[src/rtl/pnet_pkg.sv]
package pnet_pkg;

    typedef enum logic [1:0] {
        ST_FILL  = 2'd0,
        ST_RUN   = 2'd1,
        ST_DRAIN = 2'd2
    } stage_st_t;

endpackage

[src/rtl/pnet_neuron.sv]
module pnet_neuron #(
    parameter int SW  = 8,
    parameter int FW  = 10,
    parameter int LW  = 5,
    parameter int TW  = 10,
    parameter int VT  = 200,
    parameter int BSH = 3
) (
    input  logic [SW-1:0] s,
    input  logic [FW-1:0] f,
    input  logic [LW-1:0] l,
    input  logic [TW-1:0] t,
    input  logic          yc,
    input  logic [3:0]    nbr,
    output logic [FW-1:0] f_new,
    output logic [LW-1:0] l_new,
    output logic [TW-1:0] t_new,
    output logic          fire
);
    localparam int UW = FW + LW + 1;

    logic [UW-1:0] prod;
    logic [UW-1:0] act;

    always_comb begin
        f_new = (f >> 1) + FW'(s);
        l_new = (l >> 1) + LW'(nbr);
        prod  = UW'(f_new) * UW'(l_new);
        act   = UW'(f_new) + (prod >> BSH);
        t_new = (t >> 1) + (yc ? TW'(VT) : '0);
        fire  = act > UW'(t_new);
    end

endmodule

[src/rtl/pnet_delay.sv]
module pnet_delay #(
    parameter int W = 8,
    parameter int D = 4
) (
    input  logic         clk,
    input  logic         rst_n,
    input  logic         shift,
    input  logic [W-1:0] din,
    output logic [W-1:0] dout
);
    logic [D-1:0][W-1:0] q;

    always_ff @(posedge clk) begin
        if (!rst_n) begin
            q <= '0;
        end else if (shift) begin
            q[0] <= din;
            for (int i = 1; i < D; i++) begin
                q[i] <= q[i-1];
            end
        end
    end

    assign dout = q[D-1];

endmodule

[src/rtl/pnet_window.sv]
module pnet_window #(
    parameter int H   = 8,
    parameter int V   = 6,
    parameter int CLW = 3,
    parameter int RLW = 3
) (
    input  logic           clk,
    input  logic           rst_n,
    input  logic           shift,
    input  logic           y_in,
    input  logic [CLW-1:0] col,
    input  logic [RLW-1:0] row,
    output logic           yc,
    output logic [3:0]     nbr
);
    localparam int WL = 2 * H + 2;

    logic [WL-1:0] hist;
    logic [WL:0]   win;
    logic          has_l, has_r, has_u, has_d;

    assign win = {hist, y_in};

    always_ff @(posedge clk) begin
        if (!rst_n) begin
            hist <= '0;
        end else if (shift) begin
            hist <= win[WL-1:0];
        end
    end

    always_comb begin
        has_l = (col != '0);
        has_r = (col != CLW'(H - 1));
        has_u = (row != '0);
        has_d = (row != RLW'(V - 1));
        yc    = win[H+1];
        nbr   = 4'(win[H+2] & has_l)
              + 4'(win[H]   & has_r)
              + 4'(win[2*H+1] & has_u)
              + 4'(win[2*H+2] & has_u & has_l)
              + 4'(win[2*H]   & has_u & has_r)
              + 4'(win[1] & has_d)
              + 4'(win[2] & has_d & has_l)
              + 4'(win[0] & has_d & has_r);
    end

endmodule

[src/rtl/pnet_ctrl.sv]
module pnet_ctrl
    import pnet_pkg::*;
#(
    parameter int H   = 8,
    parameter int V   = 6,
    parameter int LAG = 9,
    parameter int CLW = 3,
    parameter int RLW = 3
) (
    input  logic           clk,
    input  logic           rst_n,
    input  logic           in_valid,
    output logic           shift,
    output logic           emit,
    output logic           last,
    output logic [CLW-1:0] col,
    output logic [RLW-1:0] row
);
    localparam int P  = H * V;
    localparam int IW = (P > 1) ? $clog2(P) : 1;
    localparam stage_st_t ST_INIT = (LAG == 0) ? ST_RUN : ST_FILL;

    stage_st_t      st, st_nx;
    logic [IW-1:0]  in_idx;
    logic           in_end, fill_end;

    assign in_end   = (in_idx == IW'(P - 1));
    assign fill_end = (in_idx == IW'((LAG == 0) ? 0 : LAG - 1));

    always_ff @(posedge clk) begin
        if (!rst_n) begin
            st     <= ST_INIT;
            in_idx <= '0;
            col    <= '0;
            row    <= '0;
        end else begin
            st <= st_nx;
            if (in_valid && st != ST_DRAIN) begin
                in_idx <= in_end ? '0 : in_idx + 1'b1;
            end
            if (emit) begin
                if (col == CLW'(H - 1)) begin
                    col <= '0;
                    row <= (row == RLW'(V - 1)) ? '0 : row + 1'b1;
                end else begin
                    col <= col + 1'b1;
                end
            end
        end
    end

    always_comb begin
        st_nx = st;
        shift = 1'b0;
        emit  = 1'b0;
        unique case (st)
            ST_FILL: begin
                shift = in_valid;
                if (in_valid && fill_end) st_nx = ST_RUN;
            end
            ST_RUN: begin
                shift = in_valid;
                emit  = in_valid;
                if (in_valid && in_end && LAG != 0) st_nx = ST_DRAIN;
            end
            ST_DRAIN: begin
                shift = 1'b1;
                emit  = 1'b1;
                if (last) st_nx = ST_FILL;
            end
            default: st_nx = ST_INIT;
        endcase
        last = emit && col == CLW'(H - 1) && row == RLW'(V - 1);
    end

endmodule

[src/rtl/pnet_iter_stage.sv]
module pnet_iter_stage #(
    parameter int H     = 8,
    parameter int V     = 6,
    parameter int SW    = 8,
    parameter int FW    = 10,
    parameter int LW    = 5,
    parameter int TW    = 10,
    parameter int VT    = 200,
    parameter int BSH   = 3,
    parameter bit FIRST = 1'b0,
    parameter bit LAST  = 1'b0,
    parameter int GW    = $clog2(H * V + 1)
) (
    input  logic          clk,
    input  logic          rst_n,
    input  logic          in_valid,
    input  logic [SW-1:0] in_pix,
    input  logic [FW-1:0] in_feed,
    input  logic [LW-1:0] in_link,
    input  logic [TW-1:0] in_thr,
    input  logic          in_pulse,
    output logic          out_valid,
    output logic [SW-1:0] out_pix,
    output logic [FW-1:0] out_feed,
    output logic [LW-1:0] out_link,
    output logic [TW-1:0] out_thr,
    output logic          out_pulse,
    output logic          done,
    output logic [GW-1:0] elem
);
    localparam int LAG = FIRST ? 0 : H + 1;
    localparam int CLW = (H > 1) ? $clog2(H) : 1;
    localparam int RLW = (V > 1) ? $clog2(V) : 1;
    localparam int DW  = SW + FW + LW + TW;

    logic           shift, emit, last;
    logic [CLW-1:0] col;
    logic [RLW-1:0] row;

    logic [SW-1:0]  c_s;
    logic [FW-1:0]  c_f, n_f;
    logic [LW-1:0]  c_l, n_l;
    logic [TW-1:0]  c_t, n_t;
    logic           c_yc, fire;
    logic [3:0]     c_nbr;

    pnet_ctrl #(.H(H), .V(V), .LAG(LAG), .CLW(CLW), .RLW(RLW)) u_ctrl (
        .clk(clk), .rst_n(rst_n), .in_valid(in_valid),
        .shift(shift), .emit(emit), .last(last), .col(col), .row(row)
    );

    generate
        if (FIRST) begin : g_first
            assign c_s   = in_pix;
            assign c_f   = '0;
            assign c_l   = '0;
            assign c_t   = '0;
            assign c_yc  = 1'b0;
            assign c_nbr = '0;
        end else begin : g_buffered
            logic [DW-1:0] din, dctr;
            assign din = in_valid ? {in_pix, in_feed, in_link, in_thr} : '0;

            pnet_delay #(.W(DW), .D(H + 1)) u_delay (
                .clk(clk), .rst_n(rst_n), .shift(shift), .din(din), .dout(dctr)
            );
            assign {c_s, c_f, c_l, c_t} = dctr;

            pnet_window #(.H(H), .V(V), .CLW(CLW), .RLW(RLW)) u_win (
                .clk(clk), .rst_n(rst_n), .shift(shift),
                .y_in(in_valid & in_pulse), .col(col), .row(row),
                .yc(c_yc), .nbr(c_nbr)
            );
        end
    endgenerate

    pnet_neuron #(.SW(SW), .FW(FW), .LW(LW), .TW(TW), .VT(VT), .BSH(BSH)) u_neuron (
        .s(c_s), .f(c_f), .l(c_l), .t(c_t), .yc(c_yc), .nbr(c_nbr),
        .f_new(n_f), .l_new(n_l), .t_new(n_t), .fire(fire)
    );

    logic          v_q, y_q;
    logic [SW-1:0] s_q;
    logic [FW-1:0] f_q;
    logic [LW-1:0] l_q;
    logic [TW-1:0] t_q;
    logic [GW-1:0] cnt;

    always_ff @(posedge clk) begin
        if (!rst_n) begin
            v_q  <= 1'b0;
            y_q  <= 1'b0;
            s_q  <= '0;
            f_q  <= '0;
            l_q  <= '0;
            t_q  <= '0;
            done <= 1'b0;
            elem <= '0;
            cnt  <= '0;
        end else begin
            v_q  <= emit;
            done <= last;
            if (emit) begin
                s_q <= c_s;
                f_q <= n_f;
                l_q <= n_l;
                t_q <= n_t;
                y_q <= fire;
            end
            if (last) begin
                elem <= cnt + GW'(fire);
                cnt  <= '0;
            end else if (emit && fire) begin
                cnt <= cnt + 1'b1;
            end
        end
    end

    generate
        if (LAST) begin : g_sink
            assign out_valid = 1'b0;
            assign out_pix   = '0;
            assign out_feed  = '0;
            assign out_link  = '0;
            assign out_thr   = '0;
            assign out_pulse = 1'b0;
        end else begin : g_fwd
            assign out_valid = v_q;
            assign out_pix   = s_q;
            assign out_feed  = f_q;
            assign out_link  = l_q;
            assign out_thr   = t_q;
            assign out_pulse = y_q;
        end
    endgenerate

endmodule

[config.mk]
export PLATFORM = sky130hd
export DESIGN_NAME = pnet_iter_stage
export DESIGN_NICKNAME = d
export VERILOG_FILES = /design/src/rtl/pnet_pkg.sv /design/src/rtl/pnet_neuron.sv /design/src/rtl/pnet_delay.sv /design/src/rtl/pnet_window.sv /design/src/rtl/pnet_ctrl.sv /design/src/rtl/pnet_iter_stage.sv
export SDC_FILE = /design/constraint.sdc
export NUM_CORES = 1
export LEC_CHECK = 0
export ABC_AREA = 1
export BUFFER_PORTS_ARGS = -buffer_cell sky130_fd_sc_hd__buf_4
export CORE_UTILIZATION = 61
export CTS_CLUSTER_SIZE = 28
export DETAILED_ROUTE_END_ITERATION = 7
export PLACE_DENSITY = 0.79
export SYNTH_ARGS = -nofsm -noshare
export SYNTH_HDL_FRONTEND = slang
export SYNTH_SLANG_ARGS = --single-unit
[constraint.sdc]
create_clock -name clk -period 14.7 [get_ports clk]
set_clock_uncertainty 0.1 [all_clocks]
set_input_delay 2.94 -clock clk [delete_from_list [all_inputs] [get_ports clk]]
set_output_delay 2.94 -clock clk [all_outputs]
set_load 0.1 [all_outputs]
==> impl_metrics.toml <==
[drt]
drt_first_pass_iters = 5
ant_nets = 0
routed_wl_um = 31000
wl_per_cell_um = 13.7
drc = 0
vias = 12000
drtIter0Drc = 771
viasPerCell = 5.30

[sta]
slew_violations = 0
worstMarginPinSlew_ps = 1020
fin_tns_setup_ps = 0
setup_violations = 0
holdWs_ps = 351
hold_viol = 0
rsz0062_at_grt = "no"
period_share_pct = 85.4
min_period_ps = 12550
worst_slew_margin_rel_pct = 32.2
max_freq_ghz = 0.0797

[global_route]
grt_overflow = 0
antenna_found_initial = 0
grt_use_total_pct = 24.8
grt_max_degree = 267
grt_pass1_vias = 11500
grt_first_pass_wirelength_um = 54000

[placement]
gp_congestion = 0.887
dp_hpwl_um = 19800
port_buffers = 75
place_inst = 2205

[clock_tree]
htreeDepth = 2
max-clock-path-buffers = 3
path_clk_slew_ps = 60
cts_buffers = 35
hold_buffers = 0
clockRootBuffer = "clkbuf_16"
clock_latency_ps = 520
cts_setup_buffers = 0
cts_resized = 0
cts.sinks = 350
cts_tree = "done"

[worst_setup_path]
crit_path_end_kind = "register"
cp.arrival_ps = 12850
required_ps = 15000
cp_max_fo = 8
cp-start-kind = "input pin"
slowest_stage = "fa_1"
critPathKind = "in2reg"
slowest_delay_ps = 560

[logic_synthesis]
yosysTopAreaCell = "dfxtp_1"
synth-async-reset-ratio_pct = 0
yosysSeqAreaShare_pct = 45.5
yosys_most_used_dff = "dfxtp_1"
avgSynthCellArea_um2 = 8.05
synthesis.area_um2 = 15400
synth_edf_count = 0
synth_top_cell_area_share_pct = 45.5
synth_cell_types = 39
syn_inst = 1911
synth_fp_nets = 2051
ys_ff_latch = 350
synth_warnings = 0
yosys-top-cells-area = "dfxtp_1, a21oi_1, nor2_1, o21ai_0, inv_1"

[pwr]
p_clk_share_pct = 28.5
power_mw = 3.34
power.internal_mw = 2.08
p_per_area_nw_per_um2 = 194
p_comb_share_pct = 36.3
irDropWorstVdd_mv = 0.142
switchingPower_mw = 1.26
p_seq_share_pct = 35.2
power.leakage_nw = 7.56
switching_share_pct = 37.7

[layout]
finalCoreUtilization_pct = 70.2
filler_cell_count = 2038
fin_nets = 2058
drive_gt1_share_pct = 8.64
instances_no_fill = 2269
antenna_cells = 0
layout_common_cells = "dfxtp_1, nor2_1, inv_1"
areaGrowthSynthToFinish_pct = 12.0
final_common_cell = "dfxtp_1"

[die]
core_area_um2 = 24500
start_util_pct = 62.7
num_rows = 57
die_area_um2 = 25900
die-height_um = 161
ios = 79
die_w_um = 161

[status]
status = "finished clean"

[worst_hold_path]
hp-class = "reg2reg"

[job]
drv_cap = 0
## Yosys cell counts (2+ instances only)
cell / instances
o211ai_1: 7
a22o_1: 2
nand4_1: 4
nor2_2: 4
or2_2: 2
a211oi_1: 106
buf_2: 20
nand3_1: 28
a21oi_4: 2
a21o_1: 4
o21ai_2: 2
ha_1: 72
nor2_1: 266
nor2_4: 2
clkbuf_1: 83
or2_1: 2
nand2_1: 206
nor3_1: 7
nand2_2: 5
buf_1: 3
xor2_1: 20
o21ai_0: 198
xnor2_1: 16
a31oi_1: 5
nand3_2: 3
a21oi_1: 203
dfxtp_1: 350
inv_2: 4
fa_1: 31
nand2_4: 3
inv_1: 243
## final timing paths
kind | slack (ps) | to | start | cells after the start
worst max register to register | 3890 | elem[4] | u_ctrl.col[0] | 51
worst min register to register | 350 | g_buffered.u_delay.q[56] | g_buffered.u_delay.q[56] | 2
worst min-delay path | 350 | g_buffered.u_delay.q[56] | g_buffered.u_delay.q[56] | 2
worst max-delay path | 2150 | elem[4] | in_valid | 49
## power by group through the flow
stage	Clock, mW	Sequential (mW)	Combinational [mW]
6_report	0.952	1.18	1.21
5_1_grt	1.01	1.20	1.38
4_1_cts	0.965	1.18	1.21
3_5_place_dp	0	1.20	1.19
3_3_place_gp	0	1.19	1.17
2_1_floorplan	0	1.31	0.836
## final cells by class
cell class,count,area [um2],share of cell area [%]
clock inverter,19,297,1.72
clock buffer,45,963,5.59
timing repair buffer,79,606,3.52
tap,324,405,2.35
inverter,247,935,5.43
multi-input combinational,1205,7010,40.7
sequential,350,7010,40.7
## worst max-delay path: cells and delay by family
| family | cells | cell delay (ps) |
|---|---|---|
| fa+ha+maj | 14 | 5540 |
| buf+inv | 8 | 790 |
| simple gates | 18 | 1830 |
| xor+xnor | 5 | 1050 |
| compound gates | 4 | 650 |
## metrics by stage
stage | setup slack [ps] | cell area (um2)
floorplan | 2900 | 15400
global placement | 1870 | 16000
detailed placement | 1730 | 16000
CTS | 2180 | 17200
global route | 1390 | 17200
finish | 2150 | 17200
## cell families (layout without fill, tap and decap cells)
| logic type | Yosys count | after routing | share of synthesized area, % |
|---|---|---|---|
| adder cells (fa/ha/maj) | 103 | 103 | 9.89 |
| buffers and inverters | 356 | 390 | 8.93 |
| flip-flops | 350 | 350 | 45.5 |
| XOR/XNOR | 36 | 36 | 2.05 |
| AO/OA/AOI/OAI | 533 | 533 | 19.6 |
| AND/OR/NAND/NOR | 533 | 533 | 14.0 |
## state kept, by name, summed over array words and instances, names as in the netlist
register,count
u_ctrl.st,2
u_ctrl.col,3
out_link,5
out_valid,1
out_pix,8
out_feed,10
out_pulse,1
g_buffered.u_delay.dout,30
cnt,6
u_ctrl.row,3
g_buffered.u_delay.q,240
elem,6
u_ctrl.in_idx,6
done,1
out_thr,10
g_buffered.u_win.hist,18
## routing by layer
| layer | global-route usage [%] | up-vias | share of wire (%) |
|---|---|---|---|
| met2 | 41.9 | 221 | 48 |
| met1 | 33.5 | 5504 | 47 |
| li1 | - | 6260 | - |
| met3 | 3.49 | 42 | 3.9 |
| met4 | 6.26 | 0 | 1.8 |
| met5 | 0 | - | 0 |
Note: power is estimated with default switching activity, not from simulation.
